**config.mk**
```make
export PLATFORM = sky130hd
export DESIGN_NAME = lw_sram
export DESIGN_NICKNAME = d
export VERILOG_FILES = /design/src/rtl/lw_sram_pkg.sv /design/src/rtl/lw_sram_ctrl.sv /design/src/rtl/lw_sram_lane.sv /design/src/rtl/lw_sram_out.sv /design/src/rtl/lw_sram.sv
export SDC_FILE = /design/constraint.sdc
export NUM_CORES = 2
export LEC_CHECK = 0
export BUFFER_PORTS_ARGS = -buffer_cell sky130_fd_sc_hd__buf_2
export CAP_MARGIN = 20
export CORE_MARGIN = 8
export CORE_UTILIZATION = 42
export CTS_CLUSTER_DIAMETER = 120
export DETAILED_ROUTE_END_ITERATION = 12
export MAX_ROUTING_LAYER = met4
export SLEW_MARGIN = 0
export SYNTH_ARGS = -nofsm -noshare
export SYNTH_HDL_FRONTEND = slang
export SYNTH_HIERARCHICAL = 1
export SYNTH_SLANG_ARGS = --single-unit
```
**constraint.sdc**
```tcl
create_clock -name clk -period 6 [get_ports clk]
set_input_delay 0 -clock clk [delete_from_list [all_inputs] [get_ports clk]]
set_output_delay 0 -clock clk [all_outputs]
set_load 0.02 [all_outputs]
```
**src/rtl/lw_sram_pkg.sv**
```systemverilog
package lw_sram_pkg;

   typedef enum logic [1:0] {
      OP_NOP = 2'd0,
      OP_RD  = 2'd1,
      OP_WR  = 2'd2
   } op_e;

endpackage

```
**src/rtl/lw_sram_ctrl.sv**
```systemverilog
module lw_sram_ctrl
   import lw_sram_pkg::*;
#(
   parameter int ADDR_W = 6,
   parameter int LANES  = 4
) (
   input  logic              clk,
   input  logic              rst_n,
   input  logic              ce,
   input  logic              sleep,
   input  logic              cs_a,
   input  logic              cs_b,
   input  logic              cs_c_n,
   input  logic              wr,
   input  logic [ADDR_W-1:0] addr,
   input  logic [LANES-1:0]  be,
   output op_e               s1_op,
   output logic [ADDR_W-1:0] s1_addr,
   output op_e               s2_op,
   output logic [ADDR_W-1:0] s2_addr,
   output logic [LANES-1:0]  s2_be
);

   logic             picked;
   op_e              op_in;
   logic [LANES-1:0] s1_be;

   assign picked = cs_a & cs_b & ~cs_c_n;

   always_comb begin
      op_in = OP_NOP;
      if (picked && !sleep) op_in = wr ? OP_WR : OP_RD;
   end

   // stage 1: freshly accepted command; stage 2: write waiting for its data
   always_ff @(posedge clk or negedge rst_n) begin
      if (!rst_n) begin
         s1_op   <= OP_NOP;
         s1_addr <= '0;
         s1_be   <= '0;
         s2_op   <= OP_NOP;
         s2_addr <= '0;
         s2_be   <= '0;
      end else if (ce) begin
         s1_op   <= op_in;
         s1_addr <= addr;
         s1_be   <= be;
         s2_op   <= s1_op;
         s2_addr <= s1_addr;
         s2_be   <= s1_be;
      end
   end

   p_desel_nop_r9: assert property (@(posedge clk) disable iff (!rst_n)
      (ce && !picked) |=> (s1_op == OP_NOP));

   p_sleep_entry_r10: assert property (@(posedge clk) disable iff (!rst_n)
      $rose(sleep) |-> !picked);

   p_addr_chain_r3: assert property (@(posedge clk) disable iff (!rst_n)
      ce |=> (s2_addr == $past(s1_addr)));

endmodule

```
**src/rtl/lw_sram_lane.sv**
```systemverilog
module lw_sram_lane #(
   parameter int ADDR_W = 6,
   parameter int LANE_W = 9
) (
   input  logic              clk,
   input  logic              ce,
   input  logic              pend_wr,
   input  logic [ADDR_W-1:0] pend_addr,
   input  logic [LANE_W-1:0] bus_data,
   input  logic [ADDR_W-1:0] rd_addr,
   output logic [LANE_W-1:0] rd_lane
);

   localparam int DEPTH = 1 << ADDR_W;

   logic [LANE_W-1:0] mem [DEPTH];
   logic              hit;

   always_ff @(posedge clk) begin
      if (ce && pend_wr) mem[pend_addr] <= bus_data;
   end

   // coherency bypass: the waiting write's bytes win over the stale array word
   assign hit     = pend_wr && (pend_addr == rd_addr);
   assign rd_lane = hit ? bus_data : mem[rd_addr];

endmodule

```
**src/rtl/lw_sram_out.sv**
```systemverilog
module lw_sram_out #(
   parameter int DATA_W = 36
) (
   input  logic              clk,
   input  logic              rst_n,
   input  logic              ce,
   input  logic              sleep,
   input  logic              load,
   input  logic [DATA_W-1:0] din,
   input  logic              oe,
   output logic [DATA_W-1:0] dout,
   output logic              drive
);

   logic [DATA_W-1:0] q;
   logic              drv_q;

   always_ff @(posedge clk or negedge rst_n) begin
      if (!rst_n) begin
         q     <= '0;
         drv_q <= 1'b0;
      end else begin
         if (ce && load) q <= din;
         if (sleep)      drv_q <= 1'b0;
         else if (ce)    drv_q <= load;
      end
   end

   assign dout  = q;
   assign drive = oe & drv_q & ~sleep;

endmodule

```
**src/rtl/lw_sram.sv**
```systemverilog
module lw_sram
   import lw_sram_pkg::*;
#(
   parameter int ADDR_W = 6,
   parameter int LANES  = 4,
   parameter int LANE_W = 9
) (
   input  logic                      clk,
   input  logic                      rst_n,
   input  logic                      clk_en,
   input  logic                      chip_sel_a,
   input  logic                      chip_sel_b,
   input  logic                      chip_sel_c_n,
   input  logic                      wr_en,
   input  logic [ADDR_W-1:0]         addr,
   input  logic [LANES-1:0]          byte_en,
   input  logic [LANES*LANE_W-1:0]   wdata,
   input  logic                      out_en,
   input  logic                      sleep,
   output logic [LANES*LANE_W-1:0]   rd_data,
   output logic                      dq_drive
);

   localparam int DATA_W = LANES * LANE_W;

   if (ADDR_W < 1 || ADDR_W > 12) begin : g_bad_addr
      $error("lw_sram: ADDR_W must lie in 1..12");
   end
   if (LANES < 1) begin : g_bad_lanes
      $error("lw_sram: LANES must be at least 1");
   end
   if (LANE_W < 1) begin : g_bad_lane_w
      $error("lw_sram: LANE_W must be at least 1");
   end

   op_e               s1_op, s2_op;
   logic [ADDR_W-1:0] s1_addr, s2_addr;
   logic [LANES-1:0]  s2_be;
   logic [DATA_W-1:0] rd_mix;

   lw_sram_ctrl #(.ADDR_W(ADDR_W), .LANES(LANES)) u_ctrl (
      .clk     (clk),
      .rst_n   (rst_n),
      .ce      (clk_en),
      .sleep   (sleep),
      .cs_a    (chip_sel_a),
      .cs_b    (chip_sel_b),
      .cs_c_n  (chip_sel_c_n),
      .wr      (wr_en),
      .addr    (addr),
      .be      (byte_en),
      .s1_op   (s1_op),
      .s1_addr (s1_addr),
      .s2_op   (s2_op),
      .s2_addr (s2_addr),
      .s2_be   (s2_be)
   );

   for (genvar i = 0; i < LANES; i++) begin : g_lane
      lw_sram_lane #(.ADDR_W(ADDR_W), .LANE_W(LANE_W)) u_lane (
         .clk       (clk),
         .ce        (clk_en),
         .pend_wr   ((s2_op == OP_WR) && s2_be[i]),
         .pend_addr (s2_addr),
         .bus_data  (wdata[i*LANE_W +: LANE_W]),
         .rd_addr   (s1_addr),
         .rd_lane   (rd_mix[i*LANE_W +: LANE_W])
      );
   end

   lw_sram_out #(.DATA_W(DATA_W)) u_out (
      .clk   (clk),
      .rst_n (rst_n),
      .ce    (clk_en),
      .sleep (sleep),
      .load  (s1_op == OP_RD),
      .din   (rd_mix),
      .oe    (out_en),
      .dout  (rd_data),
      .drive (dq_drive)
   );

   p_write_slot_hiz_r8: assert property (@(posedge clk) disable iff (!rst_n)
      (s2_op == OP_WR) |-> !dq_drive);

   p_freeze_hold_r7: assert property (@(posedge clk) disable iff (!rst_n)
      !clk_en |=> $stable(rd_data));

   p_sleep_exit_hiz_r10: assert property (@(posedge clk) disable iff (!rst_n)
      $fell(sleep) |-> !dq_drive);

   p_read_slot_drive_r2: assert property (@(posedge clk) disable iff (!rst_n)
      (clk_en && !sleep && out_en && s1_op == OP_RD) |=> (dq_drive || !out_en || sleep));

endmodule

```
[Word level (Yosys, flattened, before mapping)]
Memories as Yosys holds them, arrays and structs flattened. A register that Yosys moved wholly into a read port is not among the register bits.
Index checks and enable logic that the tools add are counted.
Operators by class
  shifts and indexed selects: 0
  add/sub/neg operators: 0
  bitwise gates (word level): 6
  eq/ne operators: 2
  order comparisons: 0
  $mul: 0
  reductions and logical operators: 16
  divide/modulo/power cells: 0
  mux-type cells: 12
Operators by type and width (count)
  1-bit logical AND: 10
  1-bit 2-to-1 mux: 10
  1-bit logical NOT: 5
  1-bit bitwise AND: 4
  2-bit 2-to-1 mux: 2
  2-bit by 1-bit equality test with 1-bit output, second input constant: 1
  2-bit equality test, second input constant: 1
  1-bit NOT: 2
  2-bit nonzero test: 1
Word-level totals
  latch bits: 0
  register bits: 25
  input bits: 55
  memories kept: 4
  output and inout port bits: 37
  logic and storage cells: 47
  bits in writable memories: 2304
  ROM bits: 0
Memories
  g_lane[0].u_lane.mem: words 64, width 9, rd ports 1, clocked after Yosys merged registers in 1, wr ports 1, RTL line lw_sram_lane.sv:16  | logic [LANE_W-1:0] mem [DEPTH];
  g_lane[1].u_lane.mem: words 64, width 9, rd ports 1, clocked after Yosys merged registers in 1, wr ports 1, RTL line lw_sram_lane.sv:16
  g_lane[2].u_lane.mem: words 64, width 9, rd ports 1, clocked after Yosys merged registers in 1, wr ports 1, RTL line lw_sram_lane.sv:16
  g_lane[3].u_lane.mem: words 64, width 9, rd ports 1, clocked after Yosys merged registers in 1, wr ports 1, RTL line lw_sram_lane.sv:16

[Longest topological paths before layout]
  word-level depth: 5
  mapped depth: 11
  depth with buffers taken out: 7

[By module]
Netlist, hierarchy kept.
Modules (own cells, without submodules)
  lw_sram_lane: area each 22869.4 µm², cells each 1182, times used 4, seq. area each 17296.6 µm²
  lw_sram_out: area each 1503.9 µm², cells each 81, times used 1, seq. area each 925.9 µm²
  lw_sram_ctrl: area each 992.2 µm², cells each 56, times used 1, seq. area each 600.6 µm²
  lw_sram: area each 41.3 µm², cells each 5, times used 1, seq. area each 0.0 µm²

[Worst setup path after synthesis]
OpenSTA, ideal clock, no wires.
  kind: reg2reg
  start point: register u_ctrl.s1_addr[2]
  end point: register u_out.q[14], in the netlist u_out/dout[14], read port of g_lane[1].u_lane.mem
  setup time: 0.125 ns
  clock period less this slack: 2.408 ns
  arrival: 2.283 ns
  data required time: 5.875 ns
  path buffers: 2
  slack: 3.592 ns
  stages on the path, launching flop included: 9
  path through: dfrtp_1 -> buf_6 -> buf_4 -> mux4_2 -> mux2i_1 -> a21oi_1 -> a221oi_1 -> a21oi_1 -> mux2_4
RTL lines
  start, declared: RTL line lw_sram_ctrl.sv:18  | output logic [ADDR_W-1:0] s1_addr,
  start signal, assigned: RTL line lw_sram_ctrl.sv:46  | s1_addr <= addr;
  end, declared: RTL line lw_sram_out.sv:15  | logic [DATA_W-1:0] q;

==> flow_summary.json <==
{
  "end_kind": "flop",
  "dp_cells": 7768,
  "fin_nets": 5171,
  "reg2reg_setup_slack_ns": 1.90,
  "port_buffers": 91,
  "drive_gt1_frac": 0.176,
  "hold_viol_final": 0,
  "yosys-top-cells-count": "edfxtp_1 (2304), mux2i_1 (636), nor2_1 (281)",
  "worstMarginPinSlew_ns": 1.16,
  "n_fill_cell": 18300,
  "synth.net_count": 4925,
  "setup_tns_ns": 0,
  "required_ns": 6.74,
  "fin_skew_ns": 0.0269,
  "ios": 92,
  "final_area_um2": 106000,
  "timing.rr.start": "u_ctrl/s1_addr[4]",
  "gp_congestion": 0.812,
  "drtAntennaViolNets": 0,
  "wl_per_cell_um": 27.5,
  "power.leakage_nw": 35.0,
  "yosysTopAreaCellShare": 0.736,
  "track_usage": 0.191,
  "hp-start": "wdata[7]",
  "synth_edf_count": 2304,
  "dp_slack_ns": 1.96,
  "rr_worst_depth": 9,
  "hold_path.class": "in2reg",
  "place_hpwl_um": 134000,
  "rsz0062_at_grt": "no",
  "num_vias": 47400,
  "synth_warnings": 6,
  "period_minus_slack_ns": 4.10,
  "r2r-end": "u_out/dout[26]",
  "relSlewSlack": 0.221,
  "grt_pass1_vias": 47100,
  "clockRootBuffer": "clkbuf_16",
  "grt_max_degree": 92,
  "ys_ff_latch": 2365,
  "first_iter_violations": 4921,
  "drv_slew": 0,
  "totalWireLength_um": 228000,
  "setup_violations": 0,
  "path_class": "reg2reg",
  "synth.largest_area_cell": "edfxtp_1",
  "cts_tree": "done",
  "start_util": 0.423,
  "path_max_fanout": 80,
  "synth.top_cells.by_area": "edfxtp_1 (74%), mux2i_1 (6.8%), mux4_2 (6.2%), a22oi_1 (1.7%), dfrtp_1 (1.6%)",
  "arrival_ns": 4.83,
  "powerDensity_nw_per_um2": 344,
  "multi_input_comb_area_um2": 21300,
  "coreArea_um2": 222000,
  "clkLatencyLatePin_ns": 0.87,
  "finalCritPeriodShare": 0.683,
  "cts.path.max_buffers": 3,
  "startpoint_type": "flop",
  "ys_types": 52,
  "htree_levels": 4,
  "yosysSeqAreaShare": 0.752,
  "synthArstFlopShare": 0.0258,
  "critPathCapture": "u_out/dout[26]",
  "synth.most_common_cell": "edfxtp_1",
  "layout_setup_ws_ns": 1.90,
  "maxClockFrequency_mhz": 244,
  "status": "completed",
  "area_delta_synth_final_pct": 12.7,
  "fin_cells": 8294,
  "cts_inserted_buffers": 235,
  "syn_inst": 4870,
  "register_area_um2": 70700,
  "peakVddDrop_mv": 0.317,
  "rows": 173,
  "antenna_found_initial": 7,
  "grt_pass1_wl_um": 331000,
  "crit_path_start": "u_ctrl/s1_addr[4]",
  "placed_area_um2": 97300,
  "drc": 0,
  "cts_sinks": 2365,
  "fp.dieW_um": 489,
  "netlist_area_um2": 94000,
  "maxCapViolations": 0,
  "cts_resized": 0,
  "overflow": 0,
  "dieArea_um2": 239000,
  "avgSynthCellArea_um2": 19.3,
  "dr.pass1.iters": 6,
  "clk_pin_slew_worst_paths_ns": 0.06,
  "via_per_inst": 5.71,
  "synthFlopType": "edfxtp_1",
  "chipHeight_um": 489
}
[metal layers]
metal | part of all wire | GRT usage | vias up
met1 | 0.43 | 0.266 | 24800
li1 | - | - | 20400
met4 | 0.029 | 0.0560 | 0
met5 | 0 | - | -
met2 | 0.47 | 0.291 | 1765
met3 | 0.071 | 0.0362 | 390
[cells in the final DEF, fill, tap and decap left out, types with 13 or more instances in the layout]
cell type | netlist | final
dlygate4sd3_1 | 0 | 69
buf_12 | 4 | 18
clkinv_2 | 0 | 59
nand3b_1 | 13 | 13
bufinv_16 | 0 | 24
edfxtp_1 | 2304 | 2304
nand3_1 | 48 | 48
clkinv_1 | 0 | 40
dfrtp_1 | 61 | 52
a221oi_1 | 32 | 32
o22ai_1 | 24 | 24
o31ai_1 | 24 | 24
mux2_4 | 47 | 47
a22oi_1 | 216 | 216
nor2b_1 | 69 | 63
a22o_1 | 24 | 24
nand2_1 | 137 | 137
a2111oi_0 | 24 | 24
mux4_2 | 260 | 260
a211oi_1 | 52 | 52
clkbuf_16 | 0 | 236
clkbuf_1 | 68 | 42
a21oi_1 | 105 | 105
mux4_1 | 40 | 40
mux2i_1 | 636 | 636
buf_2 | 92 | 90
inv_1 | 15 | 15
nor2_1 | 281 | 281
buf_4 | 40 | 106
and3_1 | 28 | 28
[worst min-delay path by stage]
stage,end,slack [ns],cells past startpoint
final,g_lane[0].u_lane/mem[53][7],0.02,2
after global routing,g_lane[0].u_lane/mem[33][7],0.02,2
after CTS,u_out/dout[13],0.20,4
after detailed placement,u_out/dout[9],-0.01,1
after global placement,u_out/dout[9],-0.009,1
after floorplan,u_ctrl/s1_addr[0],-0.30,0
[flip-flops by register name (all words and copies together), names as in the netlist]
| name | flops |
|---|---|
| u_ctrl/s1_be | 4 |
| u_out/drv_q | 1 |
| g_lane.u_lane/mem | 2304 |
| u_ctrl/s2_op | 2 |
| u_out/dout | 36 |
| u_ctrl/s1_addr | 6 |
| u_ctrl/s2_be | 4 |
| u_ctrl/s1_op | 2 |
| u_ctrl/s2_addr | 6 |
[critical path, stage by stage (launching register included)]
cell and delay [ns]:
dfrtp_4 0.89, buf_12 0.45, buf_4 0.61, mux4_2 0.41, nor2b_1 0.15, a211oi_1 0.32, a21oi_1 0.16, a21oi_1 0.40
o31ai_1 0.15, mux2_4 0.28
[area by class of cell]
cell class / count / share of cell area
timing repair buffer: 295 / 0.0230
antenna: 4 / 0.0000945
inverter: 15 / 0.000531
clock buffer: 285 / 0.0581
multi-input combinational: 2204 / 0.201
sequential: 2365 / 0.668
clock inverter: 151 / 0.0147
tap: 2975 / 0.0351
[cell families (layout without fill, tap and decap cells)]
logic type | Yosys count | after routing | share of synthesized area
other | 0 | 4 | 0
AO/OA/AOI/OAI | 543 | 543 | 0.0415
AND/OR/NAND/NOR | 643 | 643 | 0.0320
multiplexers | 994 | 994 | 0.150
flip-flops | 2365 | 2365 | 0.752
XOR/XNOR | 24 | 24 | 0.00224
buffers and inverters | 301 | 746 | 0.0221
[where the power goes]
part	leakage [nW]	internal, mW	switching (mW)
sequential	21.4	18.2	0.289
clock	3.78	8.35	6.27
combinational	9.79	1.27	1.98
total	35.0	27.9	8.54
[per-stage QoR]
step | hold WS, ns | util | total power, mW
2_1_floorplan | -0.296 | - | 20.8
3_3_place_gp | -0.00878 | 0.438 | 22.1
3_5_place_dp | -0.0139 | 0.438 | 22.1
4_1_cts | 0.199 | 0.476 | 36.7
5_1_grt | 0.0231 | 0.477 | 37.5
6_report | 0.0182 | 0.477 | 36.4
[repair_timing]
item / in CTS / in global routing
hold buffers: 70 / 0
hold endpoints to repair: 2384 / 0
setup endpoints to repair: 0 / 0
buffers inserted: 0 / 0
(Power assumes the default switching activity.)
